## config.mk

```make
export PLATFORM = sky130hd
export DESIGN_NAME = ctx_status_regs
export DESIGN_NICKNAME = d
export VERILOG_FILES = /design/src/rtl/ctxreg_pkg.sv /design/src/rtl/sr_core.sv /design/src/rtl/exc_save.sv /design/src/rtl/vbr_core.sv /design/src/rtl/irq_gate.sv /design/src/rtl/ctx_status_regs.sv
export SDC_FILE = /design/constraint.sdc
export NUM_CORES = 1
export LEC_CHECK = 0
export BUFFER_PORTS_ARGS = -buffer_cell sky130_fd_sc_hd__buf_2
export CORE_AREA = 2 2 119 121
export DETAILED_ROUTE_END_ITERATION = 8
export DIE_AREA = 0 0 121 123
export GPL_TIMING_DRIVEN = 1
export SETUP_SLACK_MARGIN = 0.5
export SYNTH_ARGS = -nofsm -noshare
export SYNTH_HDL_FRONTEND = slang
export SYNTH_SLANG_ARGS = --single-unit
```

## constraint.sdc

```tcl
create_clock -name clk -period 6.5 [get_ports clk]
set_input_delay 1.95 -clock clk [delete_from_list [all_inputs] [get_ports clk]]
set_output_delay 1.95 -clock clk [all_outputs]
set_load 0.005 [all_outputs]
```

## src/rtl/ctxreg_pkg.sv

```systemverilog
package ctxreg_pkg;
    localparam int MASK_W = 4;

    // status word layout, MSB first
    typedef struct packed {
        logic              priv;
        logic              bank;
        logic              blk;
        logic [MASK_W-1:0] imask;
        logic              m;
        logic              q;
        logic              s;
        logic              t;
    } sr_t;

    localparam int SR_W = $bits(sr_t);

    localparam sr_t SR_RESET = '{priv: 1'b1, bank: 1'b1, blk: 1'b1,
                                 imask: {MASK_W{1'b1}},
                                 m: 1'b0, q: 1'b0, s: 1'b0, t: 1'b0};
endpackage

```

## src/rtl/sr_core.sv

```systemverilog
module sr_core
    import ctxreg_pkg::*;
(
    input  logic clk,
    input  logic rst_n,
    input  logic exc_take,
    input  logic rte_go,
    input  logic sr_wr_en,
    input  sr_t  sr_wr_val,
    input  logic vbr_wr_en,
    input  logic t_upd_en,
    input  logic t_upd_val,
    input  logic dv_upd_en,
    input  logic dv_m,
    input  logic dv_q,
    input  sr_t  ssr_val,
    output sr_t  sr_o,
    output logic priv_viol
);
    typedef struct packed {
        sr_t  sr;
        logic viol;
    } st_t;

    st_t st_d, st_q;

    always_comb begin
        st_d      = st_q;
        st_d.viol = (sr_wr_en || vbr_wr_en) && !st_q.sr.priv;
        if (exc_take) begin
            st_d.sr.priv = 1'b1;
            st_d.sr.blk  = 1'b1;
        end else if (rte_go) begin
            st_d.sr = ssr_val;
        end else if (sr_wr_en && st_q.sr.priv) begin
            st_d.sr = sr_wr_val;
        end else begin
            if (t_upd_en) begin
                st_d.sr.t = t_upd_val;
            end
            if (dv_upd_en) begin
                st_d.sr.m = dv_m;
                st_d.sr.q = dv_q;
            end
        end
    end

    always_ff @(posedge clk) begin
        if (!rst_n) begin
            st_q.sr   <= SR_RESET;
            st_q.viol <= 1'b0;
        end else begin
            st_q <= st_d;
        end
    end

    assign sr_o      = st_q.sr;
    assign priv_viol = st_q.viol;


    exc_entry_mode_chk: assert property (@(posedge clk) disable iff (!rst_n)
        exc_take |=> (sr_o.priv && sr_o.blk));


    nonpriv_viol_chk: assert property (@(posedge clk) disable iff (!rst_n)
        (sr_wr_en && !sr_o.priv) |=> priv_viol);


    nonpriv_drop_chk: assert property (@(posedge clk) disable iff (!rst_n)
        (sr_wr_en && !sr_o.priv && !exc_take && !rte_go) |=> $stable(sr_o.imask));


    rte_restore_chk: assert property (@(posedge clk) disable iff (!rst_n)
        (rte_go && !exc_take) |=> (sr_o == $past(ssr_val)));


    priv_write_chk: assert property (@(posedge clk) disable iff (!rst_n)
        (sr_wr_en && sr_o.priv && !exc_take && !rte_go) |=> (sr_o == $past(sr_wr_val)));
endmodule

```

## src/rtl/exc_save.sv

```systemverilog
module exc_save
    import ctxreg_pkg::*;
#(
    parameter int ADDR_W = 32
) (
    input  logic              clk,
    input  logic              rst_n,
    input  logic              exc_take,
    input  logic [ADDR_W-1:0] pc_in,
    input  sr_t               sr_in,
    output logic [ADDR_W-1:0] spc_o,
    output sr_t               ssr_o
);
    typedef struct packed {
        logic [ADDR_W-1:0] spc;
        sr_t               ssr;
    } sv_t;

    sv_t sv_d, sv_q;

    always_comb begin
        sv_d = sv_q;
        if (exc_take) begin
            sv_d.spc = pc_in;
            sv_d.ssr = sr_in;
        end
    end

    always_ff @(posedge clk) begin
        if (!rst_n) begin
            sv_q <= '0;
        end else begin
            sv_q <= sv_d;
        end
    end

    assign spc_o = sv_q.spc;
    assign ssr_o = sv_q.ssr;


    save_pair_chk: assert property (@(posedge clk) disable iff (!rst_n)
        exc_take |=> ((spc_o == $past(pc_in)) && (ssr_o == $past(sr_in))));


    save_hold_chk: assert property (@(posedge clk) disable iff (!rst_n)
        !exc_take |=> ($stable(spc_o) && $stable(ssr_o)));
endmodule

```

## src/rtl/vbr_core.sv

```systemverilog
module vbr_core #(
    parameter int ADDR_W = 32,
    parameter int VOFS_W = 12
) (
    input  logic              clk,
    input  logic              rst_n,
    input  logic              priv,
    input  logic              vbr_wr_en,
    input  logic [ADDR_W-1:0] vbr_wr_data,
    input  logic [VOFS_W-1:0] vofs,
    output logic [ADDR_W-1:0] handler_addr
);
    logic [ADDR_W-1:0] vbr_d, vbr_q;

    always_comb begin
        vbr_d = vbr_q;
        if (vbr_wr_en && priv) begin
            vbr_d = vbr_wr_data;
        end
    end

    always_ff @(posedge clk) begin
        if (!rst_n) begin
            vbr_q <= '0;
        end else begin
            vbr_q <= vbr_d;
        end
    end

    assign handler_addr = vbr_q + ADDR_W'(vofs);


    vbr_write_chk: assert property (@(posedge clk) disable iff (!rst_n)
        (vbr_wr_en && priv) |=> (vbr_q == $past(vbr_wr_data)));


    vbr_drop_chk: assert property (@(posedge clk) disable iff (!rst_n)
        !(vbr_wr_en && priv) |=> $stable(vbr_q));
endmodule

```

## src/rtl/irq_gate.sv

```systemverilog
module irq_gate
    import ctxreg_pkg::*;
(
    input  logic              blk,
    input  logic [MASK_W-1:0] imask,
    input  logic [MASK_W-1:0] level,
    output logic              accept
);
    always_comb begin
        accept = !blk && (level > imask);
    end
endmodule

```

## src/rtl/ctx_status_regs.sv

```systemverilog
module ctx_status_regs
    import ctxreg_pkg::*;
#(
    parameter int ADDR_W = 32,
    parameter int VOFS_W = 12
) (
    input  logic              clk,
    input  logic              rst_n,
    input  logic              exc_take,
    input  logic [ADDR_W-1:0] exc_pc,
    input  logic [VOFS_W-1:0] exc_vofs,
    input  logic              rte_go,
    input  logic              sr_wr_en,
    input  logic [SR_W-1:0]   sr_wr_data,
    input  logic              vbr_wr_en,
    input  logic [ADDR_W-1:0] vbr_wr_data,
    input  logic              t_upd_en,
    input  logic              t_upd_val,
    input  logic              dv_upd_en,
    input  logic              dv_m,
    input  logic              dv_q,
    input  logic [MASK_W-1:0] irq_level,
    output logic [SR_W-1:0]   sr_word,
    output logic              flag_t,
    output logic              flag_s,
    output logic              flag_m,
    output logic              flag_q,
    output logic [MASK_W-1:0] int_mask,
    output logic              reg_bank,
    output logic              exc_block,
    output logic              priv_mode,
    output logic [ADDR_W-1:0] handler_addr,
    output logic [ADDR_W-1:0] rte_pc,
    output logic              irq_accept,
    output logic              priv_viol
);
    sr_t sr_cur;
    sr_t ssr_cur;

    sr_core u_sr (
        .clk       (clk),
        .rst_n     (rst_n),
        .exc_take  (exc_take),
        .rte_go    (rte_go),
        .sr_wr_en  (sr_wr_en),
        .sr_wr_val (sr_t'(sr_wr_data)),
        .vbr_wr_en (vbr_wr_en),
        .t_upd_en  (t_upd_en),
        .t_upd_val (t_upd_val),
        .dv_upd_en (dv_upd_en),
        .dv_m      (dv_m),
        .dv_q      (dv_q),
        .ssr_val   (ssr_cur),
        .sr_o      (sr_cur),
        .priv_viol (priv_viol)
    );

    exc_save #(.ADDR_W(ADDR_W)) u_save (
        .clk      (clk),
        .rst_n    (rst_n),
        .exc_take (exc_take),
        .pc_in    (exc_pc),
        .sr_in    (sr_cur),
        .spc_o    (rte_pc),
        .ssr_o    (ssr_cur)
    );

    vbr_core #(.ADDR_W(ADDR_W), .VOFS_W(VOFS_W)) u_vbr (
        .clk          (clk),
        .rst_n        (rst_n),
        .priv         (sr_cur.priv),
        .vbr_wr_en    (vbr_wr_en),
        .vbr_wr_data  (vbr_wr_data),
        .vofs         (exc_vofs),
        .handler_addr (handler_addr)
    );

    irq_gate u_irq (
        .blk    (sr_cur.blk),
        .imask  (sr_cur.imask),
        .level  (irq_level),
        .accept (irq_accept)
    );

    assign sr_word   = sr_cur;
    assign flag_t    = sr_cur.t;
    assign flag_s    = sr_cur.s;
    assign flag_m    = sr_cur.m;
    assign flag_q    = sr_cur.q;
    assign int_mask  = sr_cur.imask;
    assign reg_bank  = sr_cur.bank;
    assign exc_block = sr_cur.blk;
    assign priv_mode = sr_cur.priv;


    viol_pulse_chk: assert property (@(posedge clk) disable iff (!rst_n)
        (priv_viol && !sr_wr_en && !vbr_wr_en) |=> !priv_viol);
endmodule

```

==> metrics.md <==
| Metric | Value |
|---|---|
| Critical path's slowest cell | a2111o_2 |
| R2R setup slack | 4.63 ns |
| Layout cells sized above 1 | 0.338 |
| Crit Path Max Fanout | 10 |
| Ant diodes | 0 |
| Slew HR | 0.231 |
| CP Cell Sequence | buf_2, ha_1, nand4_2, a21o_1, a2111o_2, a21oi_2, xor2_1, buf_2 |
| CP top delay family | compound AO/OA/AOI/OAI gates |
| Fin Setup TNS | 0 ns |
| Min-Delay Path Class | flip-flop to flip-flop |
| Congestion Overflow GR | 0 |
| Final GP Congestion | 0.827 |
| CTS tree | yes |
| HPWL Detailed | 8740 µm |
| Via count | 4104 |
| # fillers | 1351 |
| Root buffer cell | clkbuf_16 |
| Initial DRC count | 180 |
| Skew-Pair Late Insertion Delay | 0.34 ns |
| Final period utilization | 0.901 |
| Worst-Margin Slew | 1.15 ns |
| Share of the synthesized area in the top cell type | 0.375 |
| Setup WS pre-CTS | 0.565 ns |
| Most common cell in the netlist | nand2_1 |
| Max Cap Viol | 0 |
| Placed Instances | 851 |
| WS Path Type | input port to primary output |
| WP depth | 8 |
| Row count | 43 |
| Initial Util | 0.341 |
| Post-route ant nets | 0 |
| Die ar. | 14900 µm² |
| Pre-Repair DR Iteration Count | 4 |
| # setup viols final | 0 |
| Max Freq | 171 MHz |
| P_leak | 2.88 nW |
| Die Y-Extent | 123 µm |
| VDD IR max | 0.000125 V |
| Core box area | 13600 µm² |
| DR DRC count | 0 |
| Mapped cell area | 4640 µm² |
| Final nets | 801 |
| # port buffers | 189 |
| Syn Nets | 637 |
| Final worst slack | 0.647 ns |
| Largest net degree at the start of global routing | 73 |
| First-pass GRT wire length | 18700 µm |
| Top_reg_cell synth | dfxtp_1 |
| TritonCTS Buffers | 9 |
| Post-Layout Cell Count | 867 |
| CTS H-tree lvls | 3 |
| Slowest stage delay, CP | 0.64 ns |
| FFs w/ async S/R, synth | 0 |
| WP buf/inv | 2 |
| Initial antenna violation count | 0 |
| Sequential share of the synthesized area | 0.375 |
| Commonest cells post-synth | 92 x nand2_1, 87 x dfxtp_1, 54 x mux2i_1 |
| Power per cell area | 229 nW/µm² |
| Critical path arrival | 3.90 ns |
| Fin crit period | 5.85 ns |
| Leading post-synthesis cells by cell area | dfxtp_1 38%, mux2i_1 12%, nand2_1 7.4%, nor2b_1 6.5%, ha_1 4.3% |
| Gr usage total | 0.156 |
| Final WL | 11600 µm |
| Clk pin slew, worst setup/hold paths | 0.07 ns |
| Yosys cell types | 53 |
| Hold_buf cts | 0 |
| Hold Path Cell Cnt | 2 |
| CP startpoint kind | input port |
| CP most frequent cell | buf_2 |
| Final slew viol count | 0 |
| Layout area overhead | 27.4% |
| DR WL/cell | 13.4 µm |
| Synth warnings | 0 |
| Post-layout util | 0.434 |
| Detailed-route vias per instance | 4.73 |
| Outcome | finished clean |
| Worst EP required | 4.55 ns |
| Synth Instances | 518 |
| Worst Setup End Kind | primary output |
| EDFF count, synth | 0 |
| Buffers from clock root to sink, at most | 2 |
| R2r worst-path depth | 3 |
| Skew final | 0.00338 ns |
| RSZ-0062 raised after global routing | true |
| Hold Fails Final Rpt | 0 |
| Vias in the first global route | 4050 |
| Seq cells post-synth | 87 |
| Clock tree sinks | 87 |
| Chip width | 121 µm |
| Ports | 190 |
| Synth Area per Inst | 8.96 µm² |
| Area leader, netlist | dfxtp_1 |
stage by stage:
stage | cell area (µm²) | hold slack (ns) | total power [W]
global route | 5910 | 0.498 | 0.00143
CTS | 5910 | 0.462 | 0.00138
detailed placement | 5610 | 0.452 | 0.000844
floorplan | 4640 | 0.439 | 0.000749
finish | 5910 | 0.459 | 0.00136
global placement | 5610 | 0.445 | 0.000836
final cells by class:
cell class,instances,area (µm²),share of cell area
clock buffers,9,225,0.0381
clock inverters,7,77.6,0.0131
inverters,10,37.5,0.00635
multi-input cells,382,2640,0.446
flip-flops and latches,87,1740,0.295
well taps,180,225,0.0381
repair buffers,192,968,0.164
repair_timing:
action	4_1_cts	5_1_grt
resized for setup	0	2
endpoints found under the setup margin	0	20
setup buffers	0	0
worst paths after layout:
kind	endpoint	start
max	handler_addr[25]	exc_vofs[4]
max reg2reg	u_vbr.vbr_q[9]$_SDFFE_PN0P_	u_sr.sr_o[10]$_SDFFE_PP1N_
min reg2reg	u_vbr.vbr_q[5]$_SDFFE_PN0P_	u_vbr.vbr_q[5]$_SDFFE_PN0P_
min	u_vbr.vbr_q[5]$_SDFFE_PN0P_	u_vbr.vbr_q[5]$_SDFFE_PN0P_
cell families after synthesis:
family                     count (synthesis)  synth area share
AOI/OAI and AO/OA                        100             0.157
xor gates and xnor gates                  29            0.0547
adders and majority gates                 17            0.0474
buffers and inverters                     49            0.0571
DFF                                       87             0.375
muxes                                     55             0.119
and+or+nand+nor                          181             0.190
per-layer routing:
| layer | global-route usage | share of wire | vias up | routed length [µm] |
|---|---|---|---|---|
| met5 | 0 | 0 | - | 0 |
| met4 | 0.0545 | 0.012 | 0 | 141 |
| met3 | 0.0332 | 0.068 | 10 | 787 |
| met2 | 0.277 | 0.48 | 133 | 5570 |
| met1 | 0.185 | 0.44 | 1880 | 5100 |
| li1 | - | - | 2081 | - |
cell usage in the layout (no fill, tap or decap), types with 9 or more instances in the layout:
master and instances:
buf_2 189, nand2_1 92, dfxtp_1 87, mux2i_1 54
nor2b_1 48, xor2_1 22, a21oi_1 21, a21boi_0 17
ha_1 16, a21boi_1 15, nor2_1 11, inv_1 10
o21ai_0 10, clkbuf_16 9
worst min-delay path, stage by stage, from the launching register on:
cell and delay, ns:
dfxtp_1 0.31, nand2_1 0.05, a21boi_1 0.05
report_power, final:
group | internal [W] | total [W] | leakage, nW | switching (W)
clock | 0.000302 | 0.000528 | 0.147 | 0.000226
sequential | 0.000566 | 0.000592 | 0.718 | 0.0000254
combinational | 0.000117 | 0.000237 | 2.01 | 0.000120
registers in the layout, indices dropped and copies added, names as in the netlist:
| signal | cells |
|---|---|
| u_sr.sr_o | 11 |
| u_sr.priv_viol | 1 |
| u_vbr.vbr_q | 32 |
| u_save.ssr_o | 11 |
| u_save.spc_o | 32 |
Power figures use the tool's default switching activity.
